$ cat src/rtl/baud_pkg.sv
package baud_pkg;

  typedef struct packed {
    logic [3:0] mul;
    logic [3:0] add;
  } frac_t;

  localparam logic [7:0] FRAC_RESET = 8'h10;

  function automatic logic frac_ok(input frac_t f);
    return (f.mul != 4'd0) && (f.add < f.mul);
  endfunction

endpackage

$ cat src/rtl/baud_regs.sv
module baud_regs
  import baud_pkg::*;
#(
  parameter int DIV_W = 16,
  parameter int SEL_W = 2
) (
  input  logic             clk,
  input  logic             rst,
  input  logic             wr_en,
  input  logic [SEL_W-1:0] wr_sel,
  input  logic [7:0]       wr_data,
  output logic [DIV_W-1:0] shd_div,
  output frac_t            shd_frac
);
  localparam int NBYTES = DIV_W / 8;
  localparam logic [SEL_W-1:0] FRAC_SEL = SEL_W'(NBYTES);

  // one shadow register per divisor byte lane
  for (genvar b = 0; b < NBYTES; b++) begin : g_lane
    logic [7:0] lane_q;
    always_ff @(posedge clk) begin
      if (rst) lane_q <= 8'h00;
      else if (wr_en && wr_sel == SEL_W'(b)) lane_q <= wr_data;
    end
    assign shd_div[8*b +: 8] = lane_q;
  end

  always_ff @(posedge clk) begin
    if (rst) shd_frac <= frac_t'(FRAC_RESET);
    else if (wr_en && wr_sel == FRAC_SEL) shd_frac <= frac_t'(wr_data);
  end

endmodule

$ cat src/rtl/baud_count.sv
module baud_count #(
  parameter int DIV_W = 16
) (
  input  logic             clk,
  input  logic             rst,
  input  logic [DIV_W-1:0] shd_div,
  output logic [DIV_W-1:0] act_div,
  output logic             expire,
  output logic             reload
);
  logic [DIV_W-1:0] cnt;

  assign expire = (act_div != '0) && (cnt == act_div - 1'b1);
  // an idle counter reloads every cycle so a new divisor starts promptly
  assign reload = expire || (act_div == '0);

  always_ff @(posedge clk) begin
    if (rst) begin
      cnt     <= '0;
      act_div <= '0;
    end else if (reload) begin
      cnt     <= '0;
      act_div <= shd_div;
    end else begin
      cnt <= cnt + 1'b1;
    end
  end

  a_r5_cnt_in_range: assert property (@(posedge clk) disable iff (rst)
    (act_div != '0) |-> (cnt < act_div))
    else $error("counter beyond active divisor");

endmodule

$ cat src/rtl/baud_phase.sv
module baud_phase
  import baud_pkg::*;
(
  input  logic  clk,
  input  logic  rst,
  input  logic  expire,
  input  logic  reload,
  input  frac_t shd_frac,
  output logic  fire
);
  frac_t      act_frac;
  logic [4:0] acc;
  logic       skip_q;
  logic [4:0] eff_mul, eff_add, sum;
  logic       ovf;

  always_comb begin
    if (frac_ok(act_frac)) begin
      eff_mul = {1'b0, act_frac.mul};
      eff_add = {1'b0, act_frac.add};
    end else begin
      eff_mul = 5'd1;
      eff_add = 5'd0;
    end
    sum = acc + eff_add;
    ovf = (sum >= eff_mul);
  end

  assign fire = expire && !skip_q;

  always_ff @(posedge clk) begin
    if (rst) begin
      act_frac <= frac_t'(FRAC_RESET);
      acc      <= '0;
      skip_q   <= 1'b0;
    end else begin
      if (expire) begin
        if (skip_q) begin
          skip_q <= 1'b0;
        end else begin
          acc    <= ovf ? (sum - eff_mul) : sum;
          skip_q <= ovf;
        end
      end
      if (reload) begin
        act_frac <= shd_frac;
        if (shd_frac != act_frac) begin
          acc    <= '0;
          skip_q <= 1'b0;
        end
      end
    end
  end

  a_r2_acc_below_mul: assert property (@(posedge clk) disable iff (rst)
    acc < eff_mul)
    else $error("phase accumulator not below MUL");

  a_r2_skip_one_period: assert property (@(posedge clk) disable iff (rst)
    (expire && skip_q) |=> !skip_q)
    else $error("skip lasted more than one period");

endmodule

$ cat src/rtl/baud_frac_gen.sv
module baud_frac_gen
  import baud_pkg::*;
#(
  parameter int DIV_W = 16,
  parameter int SEL_W = 2
) (
  input  logic             clk,
  input  logic             rst,
  input  logic             wr_en,
  input  logic [SEL_W-1:0] wr_sel,
  input  logic [7:0]       wr_data,
  output logic             tick
);
  logic [DIV_W-1:0] shd_div, act_div;
  frac_t            shd_frac;
  logic             expire, reload, fire;

  baud_regs #(.DIV_W(DIV_W), .SEL_W(SEL_W)) u_regs (
    .clk(clk), .rst(rst), .wr_en(wr_en), .wr_sel(wr_sel), .wr_data(wr_data),
    .shd_div(shd_div), .shd_frac(shd_frac)
  );

  baud_count #(.DIV_W(DIV_W)) u_cnt (
    .clk(clk), .rst(rst), .shd_div(shd_div),
    .act_div(act_div), .expire(expire), .reload(reload)
  );

  baud_phase u_phase (
    .clk(clk), .rst(rst), .expire(expire), .reload(reload),
    .shd_frac(shd_frac), .fire(fire)
  );

  always_ff @(posedge clk) begin
    if (rst) tick <= 1'b0;
    else     tick <= fire;
  end

  a_r4_idle_quiet: assert property (@(posedge clk) disable iff (rst)
    (act_div == '0) |=> !tick)
    else $error("tick while divisor is zero");

  a_r6_single_pulse: assert property (@(posedge clk) disable iff (rst)
    (tick && act_div != DIV_W'(1)) |=> !tick)
    else $error("tick wider than one cycle");

endmodule

$ cat config.mk
export PLATFORM = sky130hd
export DESIGN_NAME = baud_frac_gen
export DESIGN_NICKNAME = d
export VERILOG_FILES = /design/src/rtl/baud_pkg.sv /design/src/rtl/baud_regs.sv /design/src/rtl/baud_count.sv /design/src/rtl/baud_phase.sv /design/src/rtl/baud_frac_gen.sv
export SDC_FILE = /design/constraint.sdc
export NUM_CORES = 1
export LEC_CHECK = 0
export ABC_AREA = 1
export BUFFER_PORTS_ARGS = -buffer_cell sky130_fd_sc_hd__buf_2
export CAP_MARGIN = 20
export CORE_MARGIN = 2
export CORE_UTILIZATION = 45
export DETAILED_ROUTE_END_ITERATION = 12
export GPL_ROUTABILITY_DRIVEN = 1
export SETUP_SLACK_MARGIN = 0.05
export SYNTH_ARGS = -nofsm -noshare
export SYNTH_HDL_FRONTEND = slang
export SYNTH_SLANG_ARGS = --single-unit
$ cat constraint.sdc
create_clock -name clk -period 4.7 [get_ports clk]
set_input_delay 0.94 -clock clk [delete_from_list [all_inputs] [get_ports clk]]
set_output_delay 0.94 -clock clk [all_outputs]
set_load 0.1 [all_outputs]
Word-level counts from Yosys, hierarchy flattened
Index checks and enable logic that the tools add are counted.

Output and inout port bits: 1. Bits in registers: 71. Logic and storage cells: 45. Input bits: 13.

Equal/unequal tests: 4. Multiplexer cells: 11. Add/subtract/negate cells: 4. Magnitude comparators: 2. Reduce and logical (&&, ||, !) cells: 13.

Operators with widths (count): $mux W5 (5); $add A16 B1 Y16 const B (1); $eq A16 B16 Y1 (1); $logic_not A16 Y1 (1); $reduce_bool A16 Y1 (1); $sub A16 B1 Y16 const B (1); $mux W4 (2); $ne A8 B8 Y1 (1); $logic_and A1 B1 Y1 (6); $add A5 B4 Y5 (1); $ge A5 B4 Y1 (1); $sub A5 B4 Y5 (1); $lt A4 B4 Y1 (1); $mux W1 (4); $reduce_bool A4 Y1 (1); $eq A2 B1 Y1 const B (1); $eq A2 B2 Y1 const B (1); $logic_not A2 Y1 (1); $reduce_or A2 Y1 (1); $logic_not A1 Y1 (1); $logic_or A1 B1 Y1 (1).

Logic depth before layout (Yosys ltp)
Gate-level depths: netlist of run 1.

Depth in word-level cells: 10. Mapped depth: 21. Depth with buffers taken out: 20.

By module
Synthesis of run 1 repeated with hierarchy kept, for this count alone.

Cells, all modules: 684. Area, all modules: 4553.1 sq um.

By module, submodules not included: baud_count (instances 1, cells an instance 355, area each 2284.7 sq um, seq. area each 640.6 sq um); baud_phase (instances 1, cells an instance 171, area each 1167.4 sq um, seq. area each 280.3 sq um); baud_regs (instances 1, cells an instance 155, area each 1071.0 sq um, seq. area each 480.5 sq um); baud_frac_gen (instances 1, cells an instance 3, area each 30.0 sq um, seq. area each 20.0 sq um).

Worst setup path before layout of run 1
No wires, ideal clock.

Kind: register to register. Start point: register u_phase.act_frac[5] in the netlist's numbering. End point: register u_phase.acc[4]. Required time: 4.589 ns. Data arrival time: 3.299 ns. Cell stages (with the launch flop): 22. Slack: 1.290 ns. Cell sequence: dfxtp_1 -> inv_1 -> ha_1 -> a21boi_0 -> o211ai_1 -> nand3_1 -> nor2_1 -> ha_1 -> inv_1 -> fa_1 -> xnor2_1 -> ha_1 -> a21oi_1 -> o21ai_0 -> nand2_1 -> and3_1 -> clkbuf_1 -> o21ai_0 -> nand2_1 -> nand3_1 -> nand2_1 -> nor2_1.

Word-level cells in the longest chain between the ends: 10. Elaborated cells between the ends (all ways): 14.

Ends and longest elaborated chain: start: declaration (RTL line baud_phase.sv:11) `frac_t act_frac;`; start signal: assignment (RTL line baud_phase.sv:33) `act_frac <= frac_t'(FRAC_RESET);`; start signal: assignment (RTL line baud_phase.sv:46) `act_frac <= shd_frac;`; $lt A4 B4 Y1 or $reduce_bool A4 Y1 (tied branches) (RTL line baud_pkg.sv:11) `return (f.mul != 4'd0) && (f.add < f.mul);`; $logic_and A1 B1 Y1 (RTL line baud_pkg.sv:11); $mux W4 (RTL line baud_phase.sv:18) `if (frac_ok(act_frac)) begin`; $add A5 B4 Y5 (RTL line baud_phase.sv:25) `sum = acc + eff_add;`; $sub A5 B4 Y5 or $ge A5 B4 Y1 (tied branches) (RTL line baud_phase.sv:41, baud_phase.sv:26); $mux W5 (RTL line baud_phase.sv:41) `acc <= ovf ? (sum - eff_mul) : sum;`; $mux W5 (RTL line baud_phase.sv:38) `if (skip_q) begin`; $mux W5 (RTL line baud_phase.sv:37) `if (expire) begin`; $mux W5 (RTL line baud_phase.sv:47) `if (shd_frac != act_frac) begin`; $mux W5 * (RTL line baud_phase.sv:45) `if (reload) begin`; end signal: assignment (RTL line baud_phase.sv:41); end: declaration (RTL line baud_phase.sv:12) `logic [4:0] acc;`.

Every way passes the cells marked *; elsewhere a longest branch is shown, timed or not. A chain may end at the register's enable or synchronous reset.

Final worst setup path of run 1
Start point: register u_phase.act_frac[5] in the netlist's numbering. End point: register u_phase.acc[0].

Same word-level chain as after synthesis.

==> run_results.csv, run 1 <==
group,metric,value,unit
cells_and_area,drive_gt1_share,6.68,%
global_route,top_usage_layer,"met2",
sta,max_freq,0.266,GHz
pwr,power_leakage,1.97,nW
cells_and_area,stdcell_area,4450,um^2
logic_synthesis,syn_avg_cell_area,6.43,um^2
logic_synthesis,synth-edff-count,0,
floorplanning,io_pins,14,
routing,first_iter_violations,144,
sta,maxSlewViolCount,0,
cells_and_area,num-nets-final,682,
clock_tree,cts.htree.levels,3,
floorplanning,core,9110,um^2
sta,min_period_over_period,79.9,%
sta,period_minus_slack,3.75,ns
min_path,min_path_type,"reg -> reg",
sta,hold_viol,0,
routing,viasPerCell,4.87,
cells_and_area,regArea,1420,um^2
clock_tree,clock_sink_count,71,
global_route,antenna_found_initial,0,
global_route,grt_usage,19.1,%
routing,dr.pass1.iters,7,
pwr,cellPowerDensity,719,nW/um^2
clock_tree,insertion_delay,0.35,ns
floorplanning,die_area,10000,um^2
clock_tree,clock_path_buffers,2,
routing,post_drt_wl_per_cell,11.4,um
global_route,grt-ovfl-total,0,
setup_path,critPathKind,"reg -> reg",
sta,setup_tns,0,ns
clock_tree,cts_root_buf,"clkbuf_8",
cells_and_area,syn_to_final_growth,7.21,%
global_route,grtUsageMet2,30.4,%
logic_synthesis,syn_inst,645,
run_status,status,"finished, final reports clean",
clock_tree,cts_resized,0,
global_route,first_global_vias,3446,
sta,skew,0.0104,ns
floorplanning,start_util,45.6,%
cells_and_area,antennaDiodeCount,0,
global_route,grt_max_degree,51,
floorplanning,die_h,100,um
global_route,use_met1,26.6,%
global_route,use_met3,3.76,%
logic_synthesis,synth-seq-cells,71,
clock_tree,cts_hold_buf,0,
pwr,max-vdd-ir-drop,246,uV
routing,drtAntennaViolNets,0,
setup_path,required,4.95,ns
cells_and_area,fillers,1000,
routing,routed_wl,8.75,mm
logic_synthesis,synthArstFlopShare,0,%
sta,slew_headroom,42.9,%
global_route,grt_pass1_wl,15.5,mm
sta,rsz0062_at_grt,"no",
sta,whs,0.455,ns
logic_synthesis,yosysUniqueCellTypes,33,
placed_design,gp_routability_congestion,0.866,
setup_path,crit_fanout,10,
routing,drc_errors,0,
logic_synthesis,synth_flop_cell,"dfxtp_1",
setup_path,start_kind,"register",
cells_and_area,multi_input_area,2300,um^2
logic_synthesis,synth_nets,673,
logic_synthesis,synth_warnings,0,
placed_design,portBuffers,13,
setup_path,crit_arrival,4.00,ns
floorplanning,fp-row-count,35,
run,cap_violations,0,
clock_tree,cts_buffers,9,
floorplanning,die_w,100,um
clock_tree,clk_pin_slew,0.08,ns
logic_synthesis,synth.yosys.seq_area_share,34.2,%
clock_tree,cts_tree,"yes",
clock_tree,post_cts.repair.setup_buffers,0,
setup_path,end_kind,"register",
routing,vias,3748,
logic_synthesis,synth_area,4150,um^2
sta,setup_viol,0,
placed_design,dp_hpwl,6.69,mm
placed_design,place_area,4280,um^2
sta,worst_slew_pin_slew,0.853,ns
pwr,power,0.00320,W
[metrics by stage]
stage	worst slack, ns	util [%]	cells
CTS	0.945	48.8	770
global route	0.495	48.8	770
finish	0.945	48.8	770
global placement	1.18	46.9	754
floorplan	1.29	-	645
detailed placement	0.968	46.9	754
[cells by family (layout without fill, tap and decap cells)]
kind of cell / Yosys count / after routing / synth area share [%]
AOI/OAI and AO/OA: 79 / 79 / 10.1
xor gates and xnor gates: 22 / 22 / 4.64
adders and majority gates: 15 / 15 / 4.88
buffers and inverters: 107 / 121 / 10.3
DFF: 71 / 71 / 34.2
and+or+nand+nor: 351 / 351 / 35.8
[path summary, 6_finish.rpt]
kind / cells past startpoint / startpoint / to / slack [ns]
min reg2reg: 2 / u_regs.g_lane[1].lane_q[1] / u_regs.g_lane[1].lane_q[1] / 0.45
max reg2reg: 20 / u_phase.act_frac[5] / u_phase.acc[0] / 0.95
max: 20 / u_phase.act_frac[5] / u_phase.acc[0] / 0.95
min: 2 / u_regs.g_lane[1].lane_q[1] / u_regs.g_lane[1].lane_q[1] / 0.45
[worst max-delay path: stages, from the launching register on]
cell      delay [ns]
dfxtp_1         0.33
inv_1           0.09
ha_1            0.27
a21boi_0        0.13
o211ai_1        0.17
nand3_1         0.19
nor2_1          0.14
ha_1            0.17
inv_1           0.06
fa_1            0.38
xnor2_1         0.22
ha_1            0.33
a21oi_1         0.20
o21ai_0         0.16
nand2_1         0.08
and3_1          0.33
nand2_1         0.08
o21ai_0         0.08
nand4_1         0.11
nand2_1         0.09
nor2_1          0.04
[metal layers]
layer  share of wire [%]  vias up
li1                    -     2042
met1                  53     1657
met2                  43       39
met3                 2.5       10
met4                 1.1        0
met5                   0        -
[cell type report]
| type | count | area share, % |
|---|---|---|
| multi-input combinational | 467 | 51.7 |
| sequential | 71 | 31.9 |
| inverter | 91 | 7.68 |
| tap | 111 | 3.12 |
| clock buffer | 10 | 2.87 |
| timing repair buffer | 14 | 1.63 |
| clock inverter | 6 | 1.04 |
[cell usage after synthesis (all sizes together), types with 3 or more instances]
cell | number | area [um^2]
nand3 | 32 | 180
inv | 91 | 342
dfxtp | 71 | 1420
nor2 | 109 | 429
xor2 | 12 | 105
nand2 | 175 | 662
nor3b | 3 | 22.5
clkbuf | 9 | 33.8
nand4 | 9 | 56.3
o211ai | 3 | 22.5
nor3 | 12 | 60.1
o21ai | 38 | 190
buf | 7 | 52.5
xnor2 | 10 | 87.6
nand3b | 7 | 52.6
a21oi | 33 | 165
ha | 13 | 163
[power breakdown]
group	internal, W	switching, W	total, W	leakage [nW]
clock	0.000194	0.000246	0.000440	0.0829
combinational	0.000673	0.00127	0.00194	1.31
sequential	0.000708	0.000107	0.000815	0.579
[state kept, by name, indices dropped and copies added (netlist names)]
signal	cells
u_cnt.cnt	16
u_phase.skip_q	1
u_phase.act_frac	8
u_cnt.act_div	16
tick	1
u_phase.acc	5
u_regs.g_lane.lane_q	16
u_regs.shd_frac	8
[placed cells by master, fill, tap and decap left out, types with 10 or more instances in the layout]
| master | synthesis | layout |
|---|---|---|
| a21oi_1 | 33 | 33 |
| xor2_1 | 12 | 12 |
| nand2_1 | 173 | 173 |
| dfxtp_1 | 71 | 71 |
| o21ai_0 | 37 | 37 |
| xnor2_1 | 10 | 10 |
| nor3_1 | 12 | 12 |
| nand3_1 | 28 | 28 |
| ha_1 | 13 | 13 |
| buf_2 | 3 | 13 |
| inv_1 | 89 | 89 |
| nor2_1 | 103 | 103 |
No activity file was read; power rests on OpenSTA's default activity.
==> inputs of run 2 (changes only) <==
clock period = 3.2 ns   (was 4.7 ns; I/O delays follow)
==> run_results.csv, run 2 (same netlist as run 1, synthesis figures left out) <==
group,metric,value,unit
run_status,status,"finished, final reports clean",
setup_path,crit_arrival,3.41,ns
routing,dr.pass1.iters,6,
cells_and_area,antennaDiodeCount,0,
clock_tree,cts_root_buf,"clkbuf_8",
routing,first_iter_violations,149,
sta,whs,0.442,ns
cells_and_area,final_common_cell,"nand2_1",
sta,hold_viol,0,
floorplanning,die_h,100,um
sta,maxSlewViolCount,0,
global_route,grt_usage,20.6,%
placed_design,dp_slack,-0.209,ns
floorplanning,die_w,100,um
routing,vias,3843,
sta,rsz0062_at_grt,"yes",
clock_tree,cts_buffers,9,
sta,setup_viol,0,
clock_tree,clock_sink_count,71,
clock_tree,clock_path_buffers,2,
sta,period_minus_slack,3.15,ns
cells_and_area,syn_to_final_growth,15.8,%
floorplanning,die_area,10000,um^2
floorplanning,io_pins,14,
setup_path,start_kind,"register",
global_route,antenna_found_initial,0,
global_route,first_global_vias,3583,
cells_and_area,final_cell_mix,"nand2_1 (167), nor2_1 (99), inv_1 (86)",
floorplanning,fp-row-count,35,
sta,slew_headroom,68.0,%
setup_path,required,3.46,ns
global_route,grt_max_degree,49,
setup_path,critPathKind,"reg -> reg",
clock_tree,clk_pin_slew,0.09,ns
sta,skew,0.00609,ns
cells_and_area,drive_gt1_share,15.0,%
min_path,min_path_type,"in -> reg",
pwr,power,0.00550,W
setup_path,crit_fanout,5,
cells_and_area,num-nets-final,703,
clock_tree,insertion_delay,0.36,ns
placed_design,gp_routability_congestion,0.829,
run,cap_violations,0,
setup_path,end_kind,"register",
cells_and_area,top_regs,"u_cnt.act_div: 16 flops, u_cnt.cnt: 16 flops, u_regs.g_lane.lane_q: 16 flops",
routing,routed_wl,9.43,mm
global_route,grt_pass1_wl,16.6,mm
pwr,cellPowerDensity,1150,nW/um^2
global_route,grt-ovfl-total,0,
routing,drc_errors,0,
placed_design,dp_hpwl,6.89,mm
routing,viasPerCell,4.86,
pwr,power_leakage,2.11,nW
sta,min_period_over_period,98.6,%
sta,setup_slack,0.0462,ns
floorplanning,core,9110,um^2
floorplanning,start_util,45.6,%
routing,drtAntennaViolNets,0,
routing,post_drt_wl_per_cell,11.9,um
pwr,max-vdd-ir-drop,582,uV
sta,worst_slew_pin_slew,0.483,ns
clock_tree,cts.htree.levels,3,
sta,max_freq,0.317,GHz
clock_tree,cts_tree,"yes",
placed_design,portBuffers,13,
run 2: cell count changes in the layout (fill, tap and decap cells not counted), moves of 4 or more:
cell	previous run	this run
ha_4	0	4
nand2_1	173	167
nor2_1	103	99
o21ai_0	37	30
o21ai_2	0	5
buf_4	1	18
ha_1	13	8
nand2_2	2	8
run 2: path summary, 6_finish.rpt:
kind                                endpoint  cells past startpoint                  startpoint  slack (ns)
hold / removal                          tick                      2                         rst        0.44
setup / recovery              u_phase.acc[3]                     20         u_phase.act_frac[5]        0.05
setup reg to reg              u_phase.acc[3]                     20         u_phase.act_frac[5]        0.05
hold reg to reg   u_regs.g_lane[1].lane_q[0]                      2  u_regs.g_lane[1].lane_q[0]        0.45
run 2: layout make-up:
class | instances | area [um^2]
fillers | 953 | 4300
multi-input cells | 468 | 2470
flip-flops and latches | 71 | 1420
inverters | 91 | 342
repair buffers | 34 | 243
well taps | 111 | 139
clock buffers | 9 | 124
clock inverters | 7 | 63.8
run 2: metal layers:
layer	GRT usage [%]	routed length (um)	vias to the layer above
li1	-	-	2088
met5	0	0	-
met3	3.90	285	12
met4	6.11	140	0
met2	33.5	4350	48
met1	27.8	4650	1695
run 2: repair_timing:
action / in CTS / in global routing
pin swaps: 14 / 7
hold buffers: 0 / 0
gates resized for setup: 19 / 13
endpoints found under the setup margin: 6 / 6
buffers inserted: 3 / 2
endpoints found under the hold margin: 0 / 0
cloned: 1 / 0
run 2: worst max-delay path, stage by stage, from the launching register on:
cell      delay [ns]
dfxtp_2         0.33
inv_2           0.06
ha_4            0.18
a21boi_2        0.14
o211ai_1        0.19
nand3_2         0.11
nor2_2          0.10
ha_2            0.18
inv_2           0.04
fa_2            0.36
xnor2_2         0.21
ha_4            0.26
a21oi_2         0.16
o21ai_2         0.08
nand2_2         0.08
and3_4          0.23
nand2_2         0.06
o21ai_2         0.05
nand4_1         0.09
nand2_1         0.08
nor2_1          0.05
run 2: through the flow:
stage | std cells | utilization (%) | instance area [um^2] | TNS [ns]
after global routing | 791 | 52.8 | 4810 | -0.832
after global placement | 770 | 48.8 | 4440 | -0.397
final | 791 | 52.8 | 4810 | 0
after CTS | 790 | 52.1 | 4750 | 0
after floorplan | 645 | - | 4200 | -0.242
after detailed placement | 770 | 48.8 | 4440 | -0.978
run 2: power by group:
group	leakage, nW	total [W]	internal (W)	switching (W)
combinational	1.44	0.00360	0.00143	0.00217
clock	0.0907	0.000717	0.000301	0.000417
sequential	0.580	0.00119	0.00104	0.000146
total	2.11	0.00550	0.00278	0.00273
